### config.mk
export PLATFORM = sky130hd
export DESIGN_NAME = burst_tgt
export DESIGN_NICKNAME = d
export VERILOG_FILES = /design/src/rtl/burst_tgt_pkg.sv /design/src/rtl/burst_tgt_mem.sv /design/src/rtl/burst_tgt_ctrl.sv /design/src/rtl/burst_tgt.sv
export SDC_FILE = /design/constraint.sdc
export NUM_CORES = 1
export LEC_CHECK = 0
export ABC_AREA = 1
export CAP_MARGIN = 20
export CORE_MARGIN = 4
export CORE_UTILIZATION = 35
export CTS_CLUSTER_SIZE = 20
export DETAILED_ROUTE_END_ITERATION = 12
export DONT_BUFFER_PORTS = 1
export PLACE_DENSITY = 0.53
export SLEW_MARGIN = 20
export SYNTH_ARGS = -nofsm -noshare
export SYNTH_HDL_FRONTEND = slang
export SYNTH_SLANG_ARGS = --single-unit
### constraint.sdc
create_clock -name clk -period 2.3 [get_ports clk]
set_clock_uncertainty 0.15 [all_clocks]
set_input_delay 0.115 -clock clk [delete_from_list [all_inputs] [get_ports clk]]
set_output_delay 0.115 -clock clk [all_outputs]
set_load 0.005 [all_outputs]
### src/rtl/burst_tgt_pkg.sv
`timescale 1ns/1ps
package burst_tgt_pkg;
  localparam logic [3:0] CMD_RD = 4'h6;
  localparam logic [3:0] CMD_WR = 4'h7;

  typedef enum logic [1:0] {
    ST_IDLE = 2'd0,
    ST_TURN = 2'd1,
    ST_DATA = 2'd2,
    ST_IGNR = 2'd3
  } tgt_state_e;
endpackage

### src/rtl/burst_tgt_mem.sv
`timescale 1ns/1ps
module burst_tgt_mem #(
  parameter int DW    = 32,
  parameter int DEPTH = 16,
  localparam int IW   = $clog2(DEPTH)
) (
  input  logic          clk,
  input  logic          rst_n,
  input  logic          wr_en,
  input  logic [IW-1:0] idx,
  input  logic [DW-1:0] wdata,
  output logic [DW-1:0] rdata
);
  logic [DW-1:0] store [DEPTH];

  always_ff @(posedge clk or negedge rst_n) begin
    if (!rst_n) begin
      for (int k = 0; k < DEPTH; k++) store[k] <= '0;
    end else if (wr_en) begin
      store[idx] <= wdata;
    end
  end

  assign rdata = store[idx];
endmodule

### src/rtl/burst_tgt_ctrl.sv
`timescale 1ns/1ps
module burst_tgt_ctrl
  import burst_tgt_pkg::*;
#(
  parameter int DEPTH    = 16,
  parameter int CHUNK    = 4,
  parameter int WAIT_CYC = 2,
  localparam int IW      = $clog2(DEPTH),
  localparam int CW      = $clog2(CHUNK + 1),
  localparam int SW      = $clog2(WAIT_CYC + 1)
) (
  input  logic          clk,
  input  logic          rst_n,
  input  logic          cyc_active,
  input  logic          ini_ready,
  input  logic [3:0]    cmd_code,
  input  logic [IW-1:0] start_idx,
  output logic          tgt_ready,
  output logic          adbus_drive,
  output logic [IW-1:0] word_idx,
  output logic          xfer,
  output logic          last_xfer,
  output logic          in_turn,
  output logic          ignoring,
  output logic          busy,
  output logic          rd_mode
);
  tgt_state_e    state;
  logic [CW-1:0] chunk_cnt;
  logic [SW-1:0] stall_cnt;

  function automatic logic [IW-1:0] step_idx(input logic [IW-1:0] cur);
    return IW'(cur + 1'b1);
  endfunction

  function automatic logic group_done(input logic [CW-1:0] cnt);
    return (int'(cnt) == CHUNK - 1);
  endfunction

  assign tgt_ready   = (state == ST_DATA) && (stall_cnt == '0);
  assign adbus_drive = (state == ST_DATA) && rd_mode;
  assign xfer        = tgt_ready && ini_ready;
  assign last_xfer   = xfer && !cyc_active;
  assign in_turn     = (state == ST_TURN);
  assign ignoring    = (state == ST_IGNR);
  assign busy        = (state != ST_IDLE);

  always_ff @(posedge clk or negedge rst_n) begin
    if (!rst_n) begin
      state     <= ST_IDLE;
      word_idx  <= '0;
      rd_mode   <= 1'b0;
      chunk_cnt <= '0;
      stall_cnt <= '0;
    end else begin
      unique case (state)
        ST_IDLE: begin
          if (cyc_active) begin
            word_idx  <= start_idx;
            chunk_cnt <= '0;
            stall_cnt <= '0;
            rd_mode   <= (cmd_code == CMD_RD);
            if (cmd_code == CMD_RD)      state <= ST_TURN;
            else if (cmd_code == CMD_WR) state <= ST_DATA;
            else                         state <= ST_IGNR;
          end
        end
        ST_TURN: state <= ST_DATA;
        ST_DATA: begin
          if (xfer) begin
            word_idx <= step_idx(word_idx);
            if (!cyc_active) begin
              state <= ST_IDLE;
            end else if (group_done(chunk_cnt)) begin
              chunk_cnt <= '0;
              stall_cnt <= SW'(WAIT_CYC);
            end else begin
              chunk_cnt <= CW'(chunk_cnt + 1'b1);
            end
          end else if (stall_cnt != '0) begin
            stall_cnt <= SW'(stall_cnt - 1'b1);
          end
        end
        ST_IGNR: if (!cyc_active) state <= ST_IDLE;
        default: state <= ST_IDLE;
      endcase
    end
  end
endmodule

### src/rtl/burst_tgt.sv
`timescale 1ns/1ps
module burst_tgt #(
  parameter int DW       = 32,
  parameter int DEPTH    = 16,
  parameter int CHUNK    = 4,
  parameter int WAIT_CYC = 2
) (
  input  logic          clk,
  input  logic          rst_n,
  input  logic          cyc_active,
  input  logic          ini_ready,
  input  logic [3:0]    cmd_code,
  input  logic [DW-1:0] adbus_in,
  output logic          tgt_ready,
  output logic [DW-1:0] adbus_out,
  output logic          adbus_drive
);
  localparam int IW = $clog2(DEPTH);

  logic [IW-1:0] word_idx;
  logic          xfer, last_xfer, in_turn, ignoring, busy, rd_mode, wr_en;
  logic [DW-1:0] rdata;

  burst_tgt_ctrl #(.DEPTH(DEPTH), .CHUNK(CHUNK), .WAIT_CYC(WAIT_CYC)) u_ctrl (
    .clk(clk), .rst_n(rst_n), .cyc_active(cyc_active), .ini_ready(ini_ready),
    .cmd_code(cmd_code), .start_idx(adbus_in[IW-1:0]),
    .tgt_ready(tgt_ready), .adbus_drive(adbus_drive), .word_idx(word_idx),
    .xfer(xfer), .last_xfer(last_xfer), .in_turn(in_turn),
    .ignoring(ignoring), .busy(busy), .rd_mode(rd_mode)
  );

  assign wr_en = xfer && !rd_mode;

  burst_tgt_mem #(.DW(DW), .DEPTH(DEPTH)) u_mem (
    .clk(clk), .rst_n(rst_n), .wr_en(wr_en), .idx(word_idx),
    .wdata(adbus_in), .rdata(rdata)
  );

  assign adbus_out = adbus_drive ? rdata : '0;
endmodule

==> qor.csv <==
stage;metric;value;unit
flow_run;max_cap viols;0;
timing;RSZ-0062 raised after global routing;yes;
clock_network;clock-pin slew on the worst setup and hold paths;60;ps
placement;dpl cells;4388;
timing;Fin. Hold Viols;524;
power_and_ir_drop;leakage power total;16.13;nW
power_and_ir_drop;Clk pwr share;21.5;%
layout;area grow syn2layout;22.60;%
layout;register area;13120;um^2
clock_network;hold-fix buffers at CTS;41;
global_route;pin count of the biggest net entering global routing;525;
clock_network;TritonCTS clock tree;done;
layout;nets;3648;
routing;1st-iter DRT viols;1950;
clock_network;Sink Count;524;
global_route;initial antenna violation count;7;
placement;Final Wtd Congestion;0.7497;
die;Initial Util;35.41;%
power_and_ir_drop;pwr dens;1419;nW/um^2
timing;crit share post-route;111.4;%
placement;hpwl dp;44540;um
layout;# fillers;7522;
global_route;GRT Util Overall;20.96;%
worst_setup_path;CP Class;register to primary output;
worst_setup_path;CP Capture Type;primary output;
synthesis;area leader, netlist;dfrtp_1;
placement;Buffers on Ports;0;
clock_network;maximum level of the CTS H-tree;2;
synthesis;Netlist Area Pre-Place;25880;um^2
power_and_ir_drop;Design Power;45.03;mW
routing;DR pass1 iterations;5;
synthesis;Seq cells post-synth;524;
worst_hold_path;HP Class;input pin to asynchronous set/reset pin;
clock_network;root buf cell;clkbuf_16;
timing;post-layout worst setup margin;-263.3;ps
global_route;routing usage on met1;28.07;%
power_and_ir_drop;switching power;18.10;mW
routing;Remaining DRCs;0;
global_route;GR Layer Usage met2;36.02;%
clock_network;clk buf depth;3;
routing;Via Count;22320;
layout;non-filler cells, final;4608;
synthesis;Area contributors post-synth;dfrtp_1 (51%), nand2_1 (20%), o21ai_0 (9.6%), inv_1 (8.2%), nand3_1 (5.1%);
worst_setup_path;critical path startpoint category;register;
synthesis;top cell type's share of synthesized area;50.67;%
placement;dpl ws;146.6;ps
global_route;busiest grt layer;met2;
layout;area of the multi-input gates;10270;um^2
die;Die ar.;78360;um^2
synthesis;Ys Warns;0;
die;Die X;279.9;um
timing;Slew Viols, Final;227;
worst_setup_path;Critical Path RT;2040;ps
status;failing checks;hold timing, slew limit, setup timing;
global_route;vias in the first global route;21110;
timing;relative slew slack;-45.07;%
synthesis;Seq/Total Area, Yosys;50.67;%
timing;Final min period;2563;ps
synthesis;library cells used by synthesis;25;
die;Rows;99;
global_route;first-pass GRT wire length;128100;um
worst_setup_path;CP Max Fanout;15;
global_route;met3 capacity usage during global routing;2.809;%
power_and_ir_drop;Gate power share;45.0;%
routing;antenna viol nets, final;0;
die;Top Ports;74;
global_route;final global-route overflow total;0;
timing;Slew @ Worst Pin;2176;ps
die;Die Span Y;279.9;um
status;status;complete, but fails checks;
synthesis;Mapped Cells;3584;
synthesis;Mean Syn Cell Area;7.221;um^2
power_and_ir_drop;Max IR drop VDD;785.2;uV
clock_network;CTS Buf Count;59;
power_and_ir_drop;Power Internal;26.93;mW
timing;Fmax;0.3901;GHz
clock_network;Worst-Skew Late Latency;630;ps
timing;Setup Viol. Count Final;106;
layout;share of cells above drive strength 1;10.83;%
routing;drt wl/cell;19.07;um
die;Core Region;73080;um^2
power_and_ir_drop;Seq pwr share;33.5;%
synthesis;Post-Syn Nets;3630;
routing;drt total wl;87880;um
routing;number of vias per cell;4.843;
worst_setup_path;worst path arrival time;2300;ps
timing;hold_ws;-928.5;ps
power_and_ir_drop;switching part of the total;40.19;%
## worst max-delay path, stage by stage, from the launching register on
cell	delay [ps]
dfrtp_4	490
buf_12	180
buf_16	180
buf_16	180
nand2_1	70
nand3_1	80
nand2_1	80
nand2_1	60
nand2_1	70
nor2_1	40
nor2_1	80
buf_4	150
## cells in the mapped netlist
library cell	number
nand2_2	13
o21ai_1	25
clkbuf_2	3
nor2_4	4
nand3_1	262
ha_1	6
clkbuf_1	149
inv_1	564
xor2_1	1
or2_2	2
o2111ai_1	1
o22ai_1	1
nand4_1	3
clkinv_1	1
nand2_1	1365
inv_2	2
a21oi_1	2
buf_2	58
nand3_4	5
dfrtp_1	524
nor2_2	3
buf_1	22
nor2_1	69
o211ai_1	1
o21ai_0	498
## layout by cell type (no fill, tap or decap), types with 3 or more instances in the layout
cell type / instances
nand2_2: 35
bufinv_16: 4
nor2_1: 22
clkbuf_16: 77
nor2_4: 24
ha_1: 5
nand2_1: 1321
nand4_1: 3
dlygate4sd3_1: 41
buf_4: 36
buf_8: 8
clkbuf_1: 12
nand3_2: 17
nand3_1: 245
buf_16: 25
nand2_4: 21
clkinv_2: 8
diode_2: 3
buf_12: 38
inv_1: 560
inv_2: 4
clkbuf_8: 18
o21ai_2: 9
nand3_4: 5
buf_6: 19
clkinvlp_4: 3
nor2_2: 30
o21ai_0: 484
o21ai_1: 30
dfrtp_1: 522
## flip-flops by register name (all words and copies together), names as in the netlist
| name | flops |
|---|---|
| u_mem.store | 512 |
| u_ctrl.chunk_cnt | 3 |
| u_ctrl.state | 2 |
| u_ctrl.stall_cnt | 2 |
| u_ctrl.word_idx | 4 |
| u_ctrl.rd_mode | 1 |
## power groups by stage
stage	registers [mW]	logic (mW)	clock network, mW
2_1_floorplan	14.6	11.6	0
3_3_place_gp	15.1	16.0	0
3_5_place_dp	15.1	16.2	0
4_1_cts	15.0	18.3	9.92
5_1_grt	15.5	22.8	10.3
6_report	15.1	20.3	9.70
## final cells by class
cell class / instances / share of cell area, %
Sequential cell: 524 / 41.35
Multi-Input combinational cell: 2261 / 32.37
Timing Repair Buffer: 186 / 9.287
Inverter: 567 / 6.842
Clock buffer: 89 / 5.576
Tap cell: 959 / 3.782
Clock inverter: 16 / 0.6428
Timing Repair inverter: 3 / 0.1301
Antenna cell: 3 / 0.02366
## path summary, 6_finish.rpt
| check | from | cells after the start | to | slack [ps] |
|---|---|---|---|---|
| worst max register to register | u_ctrl.word_idx[1] | 12 | u_mem.store[61] | -100 |
| max in group asynchronous | rst_n | 0 | u_ctrl.chunk_cnt[2] | 1230 |
| worst min register to register | u_ctrl.stall_cnt[1] | 2 | u_ctrl.stall_cnt[1] | 320 |
| worst max-delay path | u_ctrl.word_idx[0] | 11 | adbus_out[14] | -260 |
| worst min-delay path | rst_n | 0 | u_mem.store[426] | -930 |
| min in group clk | cmd_code[0] | 4 | u_ctrl.state[0] | 120 |
## stage by stage
stage | util, % | cell area [um^2] | setup TNS, ps
6_report | 43.42 | 31730 | -9458
2_1_floorplan | - | 25880 | 0
3_3_place_gp | 37.28 | 27240 | 0
4_1_cts | 41.66 | 30450 | -8545
3_5_place_dp | 37.28 | 27240 | 0
5_1_grt | 43.42 | 31730 | -20580
## cell families (layout without fill, tap and decap cells)
kind of cell | after synthesis | after routing | synth area share (%)
AND/OR/NAND/NOR | 1726 | 1726 | 26.89
buffers and inverters | 799 | 861 | 11.88
AO/OA/AOI/OAI | 528 | 528 | 10.24
flip-flops | 524 | 524 | 50.67
adder cells (fa/ha/maj) | 6 | 6 | 0.2901
XOR/XNOR | 1 | 1 | 0.03385
other | 0 | 3 | 0
## metal layers
layer  part of all wire [%]  wire (um)  vias up
met5                      0          0        -
met4                    2.4       2097        0
met3                    5.1       4458      127
met2                     48      42040      527
met1                     45      39280    10710
li1                       -          -    10950
## repair_timing
| item | 4_1_cts | 5_1_grt |
|---|---|---|
| cloned | 14 | 26 |
| resized for setup | 79 | 172 |
| pin swaps | 7 | 23 |
| buffers inserted | 13 | 19 |
| endpoints found under the hold margin | 1048 | 524 |
| setup endpoints to repair | 32 | 112 |
Note: power is estimated with default switching activity, not from simulation.
